--- config.mk ---
export PLATFORM = sky130hd
export DESIGN_NAME = ptw_top
export DESIGN_NICKNAME = d
export VERILOG_FILES = /design/src/rtl/ptw_pkg.sv /design/src/rtl/ptw_entry_judge.sv /design/src/rtl/ptw_addr_gen.sv /design/src/rtl/ptw_ctrl.sv /design/src/rtl/ptw_top.sv
export SDC_FILE = /design/constraint.sdc
export NUM_CORES = 1
export LEC_CHECK = 0
export BUFFER_PORTS_ARGS = -buffer_cell sky130_fd_sc_hd__buf_2
export CAP_MARGIN = 15
export CORE_ASPECT_RATIO = 0.8
export CORE_UTILIZATION = 45
export CTS_CLUSTER_DIAMETER = 120
export DETAILED_ROUTE_END_ITERATION = 8
export GPL_TIMING_DRIVEN = 0
export PLACE_DENSITY = 0.82
export SYNTH_ARGS = -nofsm -noshare
export SYNTH_HDL_FRONTEND = slang
export SYNTH_SLANG_ARGS = --single-unit
--- constraint.sdc ---
create_clock -name clk -period 2.05 [get_ports clk]
set_clock_uncertainty 0.1 [all_clocks]
set_input_delay 0.205 -clock clk [delete_from_list [all_inputs] [get_ports clk]]
set_output_delay 0.205 -clock clk [all_outputs]
set_load 0.005 [all_outputs]
--- src/rtl/ptw_pkg.sv ---
package ptw_pkg;

    localparam int VA_W    = 32;
    localparam int OFF_W   = 12;
    localparam int IDX_W   = 10;
    localparam int LEVELS  = 2;
    localparam int PTE_W   = 32;
    localparam int FRAME_W = VA_W - OFF_W;
    localparam int ENT_B   = $clog2(PTE_W / 8);
    localparam int RSVD_W  = PTE_W - FRAME_W - 3;

    typedef struct packed {
        logic [FRAME_W-1:0] frame;
        logic [RSVD_W-1:0]  rsvd;
        logic               user_ok;
        logic               write_ok;
        logic               valid;
    } pte_t;

    typedef enum logic [1:0] {
        WS_OK      = 2'd0,
        WS_MISS_L1 = 2'd1,
        WS_MISS_L2 = 2'd2,
        WS_DENY    = 2'd3
    } walk_status_e;

    typedef enum logic [2:0] {
        S_IDLE,
        S_L1_REQ,
        S_L1_WAIT,
        S_L2_REQ,
        S_L2_WAIT,
        S_RESP
    } walk_state_e;

    typedef struct packed {
        logic [VA_W-1:0] vaddr;
        logic            write;
        logic            user;
    } walk_req_t;

    function automatic walk_status_e judge_entry(pte_t e, logic second,
                                                 logic write, logic user);
        if (!e.valid)
            return second ? WS_MISS_L2 : WS_MISS_L1;
        if ((write && !e.write_ok) || (user && !e.user_ok))
            return WS_DENY;
        return WS_OK;
    endfunction

endpackage

--- src/rtl/ptw_entry_judge.sv ---
module ptw_entry_judge
    import ptw_pkg::*;
(
    input  logic [PTE_W-1:0] entry,
    input  logic             second_level,
    input  logic             acc_write,
    input  logic             acc_user,
    output walk_status_e     verdict,
    output logic [FRAME_W-1:0] next_frame
);
    pte_t e;

    always_comb begin
        e          = pte_t'(entry);
        verdict    = judge_entry(e, second_level, acc_write, acc_user);
        next_frame = e.frame;
    end
endmodule

--- src/rtl/ptw_addr_gen.sv ---
module ptw_addr_gen #(
    parameter int VA_W    = 32,
    parameter int OFF_W   = 12,
    parameter int IDX_W   = 10,
    parameter int LEVELS  = 2,
    parameter int ENT_B   = 2,
    parameter int FRAME_W = VA_W - OFF_W,
    parameter int ADDR_W  = FRAME_W + IDX_W + ENT_B
) (
    input  logic [VA_W-1:0]    vaddr,
    input  logic [FRAME_W-1:0] table_frame,
    input  logic               second_level,
    output logic [ADDR_W-1:0]  entry_addr
);
    localparam int LVL_W = (LEVELS > 1) ? $clog2(LEVELS) : 1;

    logic [IDX_W-1:0] idx_by_level [LEVELS];

    for (genvar g = 0; g < LEVELS; g++) begin : g_idx
        assign idx_by_level[g] = vaddr[OFF_W + IDX_W*(LEVELS-1-g) +: IDX_W];
    end

    logic [LVL_W-1:0] lvl;
    assign lvl = LVL_W'(second_level);

    assign entry_addr = {table_frame, idx_by_level[lvl], {ENT_B{1'b0}}};
endmodule

--- src/rtl/ptw_ctrl.sv ---
module ptw_ctrl
    import ptw_pkg::*;
(
    input  logic               clk,
    input  logic               rst,
    input  logic               req_valid,
    input  walk_req_t          req_in,
    input  logic [FRAME_W-1:0] base_q,
    input  logic               mem_req_ready,
    input  logic               mem_rsp_valid,
    input  walk_status_e       verdict,
    input  logic [FRAME_W-1:0] next_frame,
    output logic               req_ready,
    output logic               mem_req_valid,
    output logic               second_level,
    output logic [FRAME_W-1:0] table_frame,
    output walk_req_t          cur_req,
    output logic               rsp_valid,
    output walk_status_e       rsp_status,
    output logic [VA_W-1:0]    rsp_paddr
);
    walk_state_e        state;
    walk_req_t          req_q;
    logic [FRAME_W-1:0] tbl_q;
    walk_status_e       st_q;
    logic [VA_W-1:0]    pa_q;

    always_ff @(posedge clk) begin
        if (rst) begin
            state <= S_IDLE;
            req_q <= '0;
            tbl_q <= '0;
            st_q  <= WS_OK;
            pa_q  <= '0;
        end else begin
            unique case (state)
                S_IDLE: begin
                    if (req_valid) begin
                        req_q <= req_in;
                        tbl_q <= base_q;
                        state <= S_L1_REQ;
                    end
                end
                S_L1_REQ: begin
                    if (mem_req_ready) state <= S_L1_WAIT;
                end
                S_L1_WAIT: begin
                    if (mem_rsp_valid) begin
                        if (verdict != WS_OK) begin
                            st_q  <= verdict;
                            pa_q  <= '0;
                            state <= S_RESP;
                        end else begin
                            tbl_q <= next_frame;
                            state <= S_L2_REQ;
                        end
                    end
                end
                S_L2_REQ: begin
                    if (mem_req_ready) state <= S_L2_WAIT;
                end
                S_L2_WAIT: begin
                    if (mem_rsp_valid) begin
                        st_q  <= verdict;
                        pa_q  <= (verdict == WS_OK)
                                 ? {next_frame, req_q.vaddr[OFF_W-1:0]}
                                 : '0;
                        state <= S_RESP;
                    end
                end
                S_RESP: state <= S_IDLE;
                default: state <= S_IDLE;
            endcase
        end
    end

    always_comb begin
        req_ready     = (state == S_IDLE);
        mem_req_valid = (state == S_L1_REQ) || (state == S_L2_REQ);
        second_level  = (state == S_L2_REQ) || (state == S_L2_WAIT);
        rsp_valid     = (state == S_RESP);
        table_frame   = tbl_q;
        cur_req       = req_q;
        rsp_status    = st_q;
        rsp_paddr     = pa_q;
    end
endmodule

--- src/rtl/ptw_top.sv ---
module ptw_top
    import ptw_pkg::*;
(
    input  logic               clk,
    input  logic               rst,
    input  logic               base_load,
    input  logic [FRAME_W-1:0] base_frame,
    input  logic               req_valid,
    output logic               req_ready,
    input  logic [VA_W-1:0]    req_vaddr,
    input  logic               req_write,
    input  logic               req_user,
    output logic               rsp_valid,
    output logic [1:0]         rsp_status,
    output logic [VA_W-1:0]    rsp_paddr,
    output logic               mem_req_valid,
    input  logic               mem_req_ready,
    output logic [VA_W-1:0]    mem_req_addr,
    input  logic               mem_rsp_valid,
    input  logic [PTE_W-1:0]   mem_rsp_data
);
    logic [FRAME_W-1:0] base_q;
    logic [FRAME_W-1:0] table_frame;
    logic [FRAME_W-1:0] next_frame;
    logic               second_level;
    walk_req_t          req_in;
    walk_req_t          cur_req;
    walk_status_e       verdict;
    walk_status_e       status_e;

    always_ff @(posedge clk) begin
        if (rst)            base_q <= '0;
        else if (base_load) base_q <= base_frame;
    end

    assign req_in = '{vaddr: req_vaddr, write: req_write, user: req_user};

    ptw_ctrl ctrl_i (
        .clk           (clk),
        .rst           (rst),
        .req_valid     (req_valid),
        .req_in        (req_in),
        .base_q        (base_q),
        .mem_req_ready (mem_req_ready),
        .mem_rsp_valid (mem_rsp_valid),
        .verdict       (verdict),
        .next_frame    (next_frame),
        .req_ready     (req_ready),
        .mem_req_valid (mem_req_valid),
        .second_level  (second_level),
        .table_frame   (table_frame),
        .cur_req       (cur_req),
        .rsp_valid     (rsp_valid),
        .rsp_status    (status_e),
        .rsp_paddr     (rsp_paddr)
    );

    ptw_entry_judge judge_i (
        .entry        (mem_rsp_data),
        .second_level (second_level),
        .acc_write    (cur_req.write),
        .acc_user     (cur_req.user),
        .verdict      (verdict),
        .next_frame   (next_frame)
    );

    ptw_addr_gen #(
        .VA_W   (VA_W),
        .OFF_W  (OFF_W),
        .IDX_W  (IDX_W),
        .LEVELS (LEVELS),
        .ENT_B  (ENT_B)
    ) addr_i (
        .vaddr        (cur_req.vaddr),
        .table_frame  (table_frame),
        .second_level (second_level),
        .entry_addr   (mem_req_addr)
    );

    assign rsp_status = status_e;
endmodule

==> results of run 1 <==
synth_stat cells, types with 3 or more instances:
library cell  count
and3_1            4
buf_4             5
nor2_1           66
nor3_1            3
dfxtp_1         111
mux2_2           10
a22o_1           32
clkbuf_1         16
buf_6             4
mux2i_1          20
a21oi_1          36
buf_2            12
nand3_1           3
nand2_1          71
o221a_2          20
cells by family after synthesis:
family                 synth area share
other                         0.0008838
flip-flops                       0.5237
AND/OR/NAND/NOR                  0.1607
AO/OA/AOI/OAI                    0.1876
XOR/XNOR                       0.002065
buffers and inverters           0.05131
multiplexers                    0.07372
worst max path at each step:
stage | end | cells past startpoint
4_1_cts | mem_req_addr[7] | 6
2_1_floorplan | mem_req_addr[10] | 4
3_3_place_gp | mem_req_addr[6] | 5
5_1_grt | mem_req_addr[7] | 5
3_5_place_dp | mem_req_addr[6] | 5
6_report | mem_req_addr[11] | 5
state kept, by name, summed over array words and instances (netlist names):
| signal | flops |
|---|---|
| ctrl_i.cur_req | 34 |
| ctrl_i.rsp_status | 2 |
| base_q | 20 |
| ctrl_i.table_frame | 20 |
| ctrl_i.rsp_paddr | 32 |
| ctrl_i.state | 3 |
report_power, final:
part           switching (W)  total [W]  leakage (nW)  internal (W)
clock network       0.000738    0.00167         0.138      0.000932
logic               0.000408   0.000820          1.71      0.000412
registers          0.0000807    0.00237         0.909       0.00229
worst min-delay path, delay by kind of cell:
family / cells / cell delay, ns
compound gates: 1 / 0.05
buf+inv: 1 / 0.10
simple gates: 1 / 0.05
per-stage QoR:
stage,hold slack (ns),setup TNS [ns],cells,setup WS [ns],cell area (sq um)
2_1_floorplan,0.2305,0,448,0.3755,4247
3_3_place_gp,0.3356,0,710,0.04091,5126
3_5_place_dp,0.3348,0,710,0.001446,5126
4_1_cts,0.00003580,-1.271,762,-0.1347,5929
5_1_grt,0.005073,-1.355,762,-0.1430,5934
6_report,0.006324,-0.9160,762,-0.1039,5934
area by class of cell:
cell class | instances | area share
Multi-Input combinational cell | 296 | 0.3133
Clock buffer | 10 | 0.03858
Timing Repair Buffer | 186 | 0.2032
Tap cell | 115 | 0.02425
Sequential cell | 111 | 0.3759
Clock inverter | 4 | 0.008223
Buffer | 38 | 0.03521
Inverter | 2 | 0.001265
metal layers:
metal / wire length, microns / vias up / share of wire / GRT usage
met1: 5349 / 1887 / 0.43 / 0.3091
met4: 279 / 0 / 0.023 / 0.09818
li1: - / 1945 / - / -
met2: 6067 / 135 / 0.49 / 0.4337
met5: 0 / - / 0 / 0
met3: 653 / 27 / 0.053 / 0.05753
timing repair:
item | in CTS | in global routing
hold buffers | 33 | 0
pin swaps | 2 | 2
endpoints found under the setup margin | 10 | 42
cloned | 1 | 0
endpoints found under the hold margin | 33 | 0
resized for setup | 29 | 3
setup buffers | 4 | 1
==> results.py, run 1 <==
metrics = {
    "timing": {
        "fin_crit_ns": 2.154,
        "rsz0062_at_grt": "true",
        "slew_viol_final": 0,
        "final-setup-viol-count": 10,
        "post-route-period-util": 1.051,
        "worst_slew_margin_rel": 0.4840,
        "hold_viol": 0,
        "tightestPinTransition_ns": 0.7740,
        "fmax_ghz": 0.4643,
        "timing.final.ws_setup_ns": -0.1039,
    },
    "detailed_routing": {
        "drt_pass1_iterations": 4,
        "drc": 0,
        "vias_per_cell": 5.241,
        "first_iter_violations": 203,
        "wl_mm": 12.35,
        "vias": 3994,
        "drtAntennaViolNets": 0,
        "routedWlPerCell_microns": 16.21,
    },
    "clocking": {
        "cts_max_level": 3,
        "clk_path_buf_depth": 2,
        "cts_sinks": 111,
        "clkTransAtPathRegs_ns": 0.07,
        "insertion_delay_ns": 0.34,
        "cts_buffers": 9,
        "cts_tree": "built",
        "root_buffer": "clkbuf_16",
    },
    "setup_path": {
        "reg2regPathDepth": 6,
        "endpoint_kind": "output pin",
        "worst_setup_path_start_kind": "flip-flop",
        "worstPathCellList": "or3b_4, o21ai_4, buf_12, mux2_4, buf_6",
        "timing.rr.end": "ctrl_i.rsp_paddr[11]",
        "crit_buf_inv": 2,
        "critPathKind": "flip-flop to output pin",
        "r2r_setup_slack_ns": 0.08,
        "worstPathMaxFanout": 6,
        "r2r-start": "ctrl_i.state[0]",
        "setup.worst_path.start": "ctrl_i.state[2]",
        "arrival_ns": 1.85,
        "crit_slowest_cell": "or3b_4",
        "worstPathRequired_ns": 1.75,
        "crit_family": "simple AND/OR/NAND/NOR gates",
        "max_stage_delay_ns": 0.40,
    },
    "layout": {
        "multi_input_area_sq_um": 1859,
        "syn2layout_area_growth_pct": 39.87,
        "layout_commonest_cell": "buf_2",
        "nets": 736,
        "diodes": 0,
        "utilization": 0.6511,
        "drive_above_1_share": 0.3478,
        "n_fill_cell": 726,
        "layout_common_cells": "buf_2, dfxtp_1, nand2_1",
        "seq_area_sq_um": 2231,
    },
    "grt": {
        "grt_max_degree": 17,
        "grt_pass1_vias": 3938,
        "grt_pass1_wl_mm": 19.35,
        "grt.overflow.total": 0,
        "grt_antenna_before_repair": 0,
        "grt_usage": 0.2509,
    },
    "min_path": {
        "hold_start": "req_write",
        "hp-class": "input port to flip-flop",
        "holdPathStages": 3,
        "whs_endpoint": "ctrl_i.cur_req[1]",
    },
    "floorplan": {
        "num_rows": 31,
        "start_util": 0.4655,
        "dieArea_sq_um": 9823,
        "die_h_microns": 88.85,
        "io-pin-count": 161,
        "core_area_sq_um": 9115,
        "die_w_microns": 110.6,
    },
    "logic_synthesis": {
        "yosys_most_used_dff": "dfxtp_1",
        "synth_area_leaders": "dfxtp_1, a22o_1, nand2_1",
        "ys_async_sr_fraction": 0,
        "synth_top_area_frac": 0.5237,
        "synth_area_sq_um": 4243,
        "netlist-cell-type-count": 41,
        "ys.warnings.count": 0,
        "synth_edf_count": 0,
        "synth_top_area_cell": "dfxtp_1",
        "synth_seq_cells": 111,
        "syn_avg_cell_area_sq_um": 9.492,
        "synth_cells": 447,
        "ys_seq_area_frac": 0.5237,
    },
    "power": {
        "vdd_drop_max_mv": 0.5660,
        "p_per_area_nw_per_um2": 819.3,
        "power_w": 0.004862,
        "cellLeakagePower_nw": 2.757,
    },
    "run_status": {
        "violations": "negative setup slack",
        "status": "finished with violations",
    },
    "place": {
        "portBuffers": 147,
        "dp_hpwl_mm": 8.487,
        "gp_congestion": 0.8877,
    },
    "flow_run": {
        "cap_violations": 0,
    },
}
Power figures use the tool's default switching activity.
==> inputs of run 2 (changes only) <==
- CORE_ASPECT_RATIO: 0.8 -> 1.75
==> results.py, run 2 (synthesis gave the netlist of run 1 again) <==
metrics = {
    "floorplan": {
        "num_rows": 46,
        "die_w_microns": 75.40,
        "core_area_sq_um": 9094,
        "dieArea_sq_um": 9836,
        "io-pin-count": 161,
        "start_util": 0.4666,
        "die_h_microns": 130.5,
    },
    "power": {
        "p_per_area_nw_per_um2": 819.6,
        "cellLeakagePower_nw": 2.862,
        "p_int_w": 0.003796,
        "power_w": 0.005069,
        "power_frac_clock": 0.363,
        "vdd_drop_max_mv": 0.5335,
        "p_switching_w": 0.001273,
        "power_frac_seq": 0.468,
        "power_frac_comb": 0.169,
        "p_sw_frac": 0.2512,
    },
    "clocking": {
        "cts_tree": "built",
        "insertion_delay_ns": 0.34,
        "clk_path_buf_depth": 2,
        "clkTransAtPathRegs_ns": 0.07,
        "cts_buffers": 9,
        "root_buffer": "clkbuf_16",
        "cts_sinks": 111,
        "cts_max_level": 3,
    },
    "detailed_routing": {
        "wl_mm": 13.16,
        "routedWlPerCell_microns": 16.68,
        "drtAntennaViolNets": 0,
        "vias_per_cell": 5.311,
        "first_iter_violations": 184,
        "vias": 4190,
        "drt_pass1_iterations": 4,
        "drc": 0,
    },
    "place": {
        "gp_congestion": 0.8296,
        "dp_hpwl_mm": 8.615,
        "place_area_sq_um": 5132,
        "portBuffers": 147,
    },
    "grt": {
        "grt_usage": 0.2766,
        "grt_antenna_before_repair": 0,
        "grt_pass1_wl_mm": 20.28,
        "grt_pass1_vias": 4477,
        "grt_max_degree": 18,
        "grt.overflow.total": 0,
    },
    "setup_path": {
        "worstPathRequired_ns": 1.75,
        "worst_setup_path_start_kind": "flip-flop",
        "arrival_ns": 1.85,
        "endpoint_kind": "output pin",
        "worstPathMaxFanout": 5,
        "critPathKind": "flip-flop to output pin",
    },
    "timing": {
        "final-setup-viol-count": 10,
        "slew_viol_final": 0,
        "hold_viol": 0,
        "hold_slack_ns": 0.01105,
        "worst_slew_margin_rel": 0.5123,
        "timing.final.ws_setup_ns": -0.1072,
        "post-route-period-util": 1.052,
        "fin_crit_ns": 2.157,
        "rsz0062_at_grt": "true",
        "tightestPinTransition_ns": 0.7316,
        "fmax_ghz": 0.4636,
    },
    "layout": {
        "layout_commonest_cell": "buf_2",
        "drive_above_1_share": 0.3438,
        "nets": 756,
        "design_area_sq_um": 6185,
        "layout_common_cells": "buf_2, dfxtp_1, nand2_1",
        "diodes": 0,
        "largest_register_ffs": 34,
        "syn2layout_area_growth_pct": 45.77,
    },
    "run_status": {
        "violations": "negative setup slack",
        "status": "finished with violations",
    },
    "min_path": {
        "hp-class": "input port to flip-flop",
    },
    "flow_run": {
        "cap_violations": 0,
    },
}
run 2: cell types whose count changed in the layout (fill, tap and decap cells not counted), sizes merged:
cell and delta:
inv +1, buf +1, dlygate4sd3 +19, bufinv +1
run 2: worst paths after layout:
check                                        start              endpoint  slack, ns  cells past startpoint
worst min-delay path              mem_rsp_data[20]  ctrl_i.rsp_paddr[20]       0.01                      2
worst max register to register     ctrl_i.state[0]  ctrl_i.rsp_paddr[24]       0.09                      6
worst max-delay path               ctrl_i.state[1]       mem_req_addr[9]      -0.11                      5
worst min register to register  ctrl_i.cur_req[26]    ctrl_i.cur_req[26]       0.36                      2
run 2: metrics by stage:
step | setup TNS, ns | util | setup slack, ns | instances
6_report | -0.9530 | 0.6801 | -0.1072 | 789
5_1_grt | -1.305 | 0.6801 | -0.1417 | 789
4_1_cts | -0.9642 | 0.6787 | -0.1066 | 789
3_5_place_dp | -0.4066 | 0.5644 | -0.05234 | 715
3_3_place_gp | -0.1526 | 0.5644 | -0.01646 | 715
2_1_floorplan | 0 | - | 0.3755 | 448
run 2: repair_timing:
item                       CTS  global route
gates cloned                 1             0
hold buffers                52             0
setup buffers                6             0
hold endpoints to repair    52             0
resized for setup           32             2
setup endpoints to repair   10            40
pin swaps                    2             1
run 2: power by group through the flow:
stage | Sequential, W | Combinational (W) | Clock [W]
after floorplan | 0.00240 | 0.000419 | 0
after global placement | 0.00240 | 0.000678 | 0
after detailed placement | 0.00241 | 0.000696 | 0
after CTS | 0.00236 | 0.000839 | 0.00187
after global routing | 0.00238 | 0.000937 | 0.00196
final | 0.00237 | 0.000858 | 0.00184
run 2: layout make-up:
cell class | count | area [sq um]
Clock buffer | 10 | 229.0
Clock inverter | 6 | 83.83
Fill cell | 702 | 2909
Timing Repair Buffer | 206 | 1404
Inverter | 2 | 7.507
Sequential cell | 111 | 2233
Tap cell | 120 | 150.1
Multi-Input combinational cell | 296 | 1872
Buffer | 38 | 205.2
run 2: per-layer routing:
| metal | up-vias | wire length [microns] | track usage |
|---|---|---|---|
| li1 | 1992 | - | - |
| met1 | 1991 | 4739 | 0.2591 |
| met2 | 166 | 7361 | 0.5205 |
| met3 | 41 | 603 | 0.06058 |
| met4 | 0 | 459 | 0.1710 |
| met5 | - | 0 | 0 |
run 2: critical path, stage by stage, from the launching register on:
cell and delay (ns):
dfxtp_4 0.36, or3b_4 0.42, o21ai_4 0.12, buf_12 0.17, mux2_4 0.31, buf_6 0.12
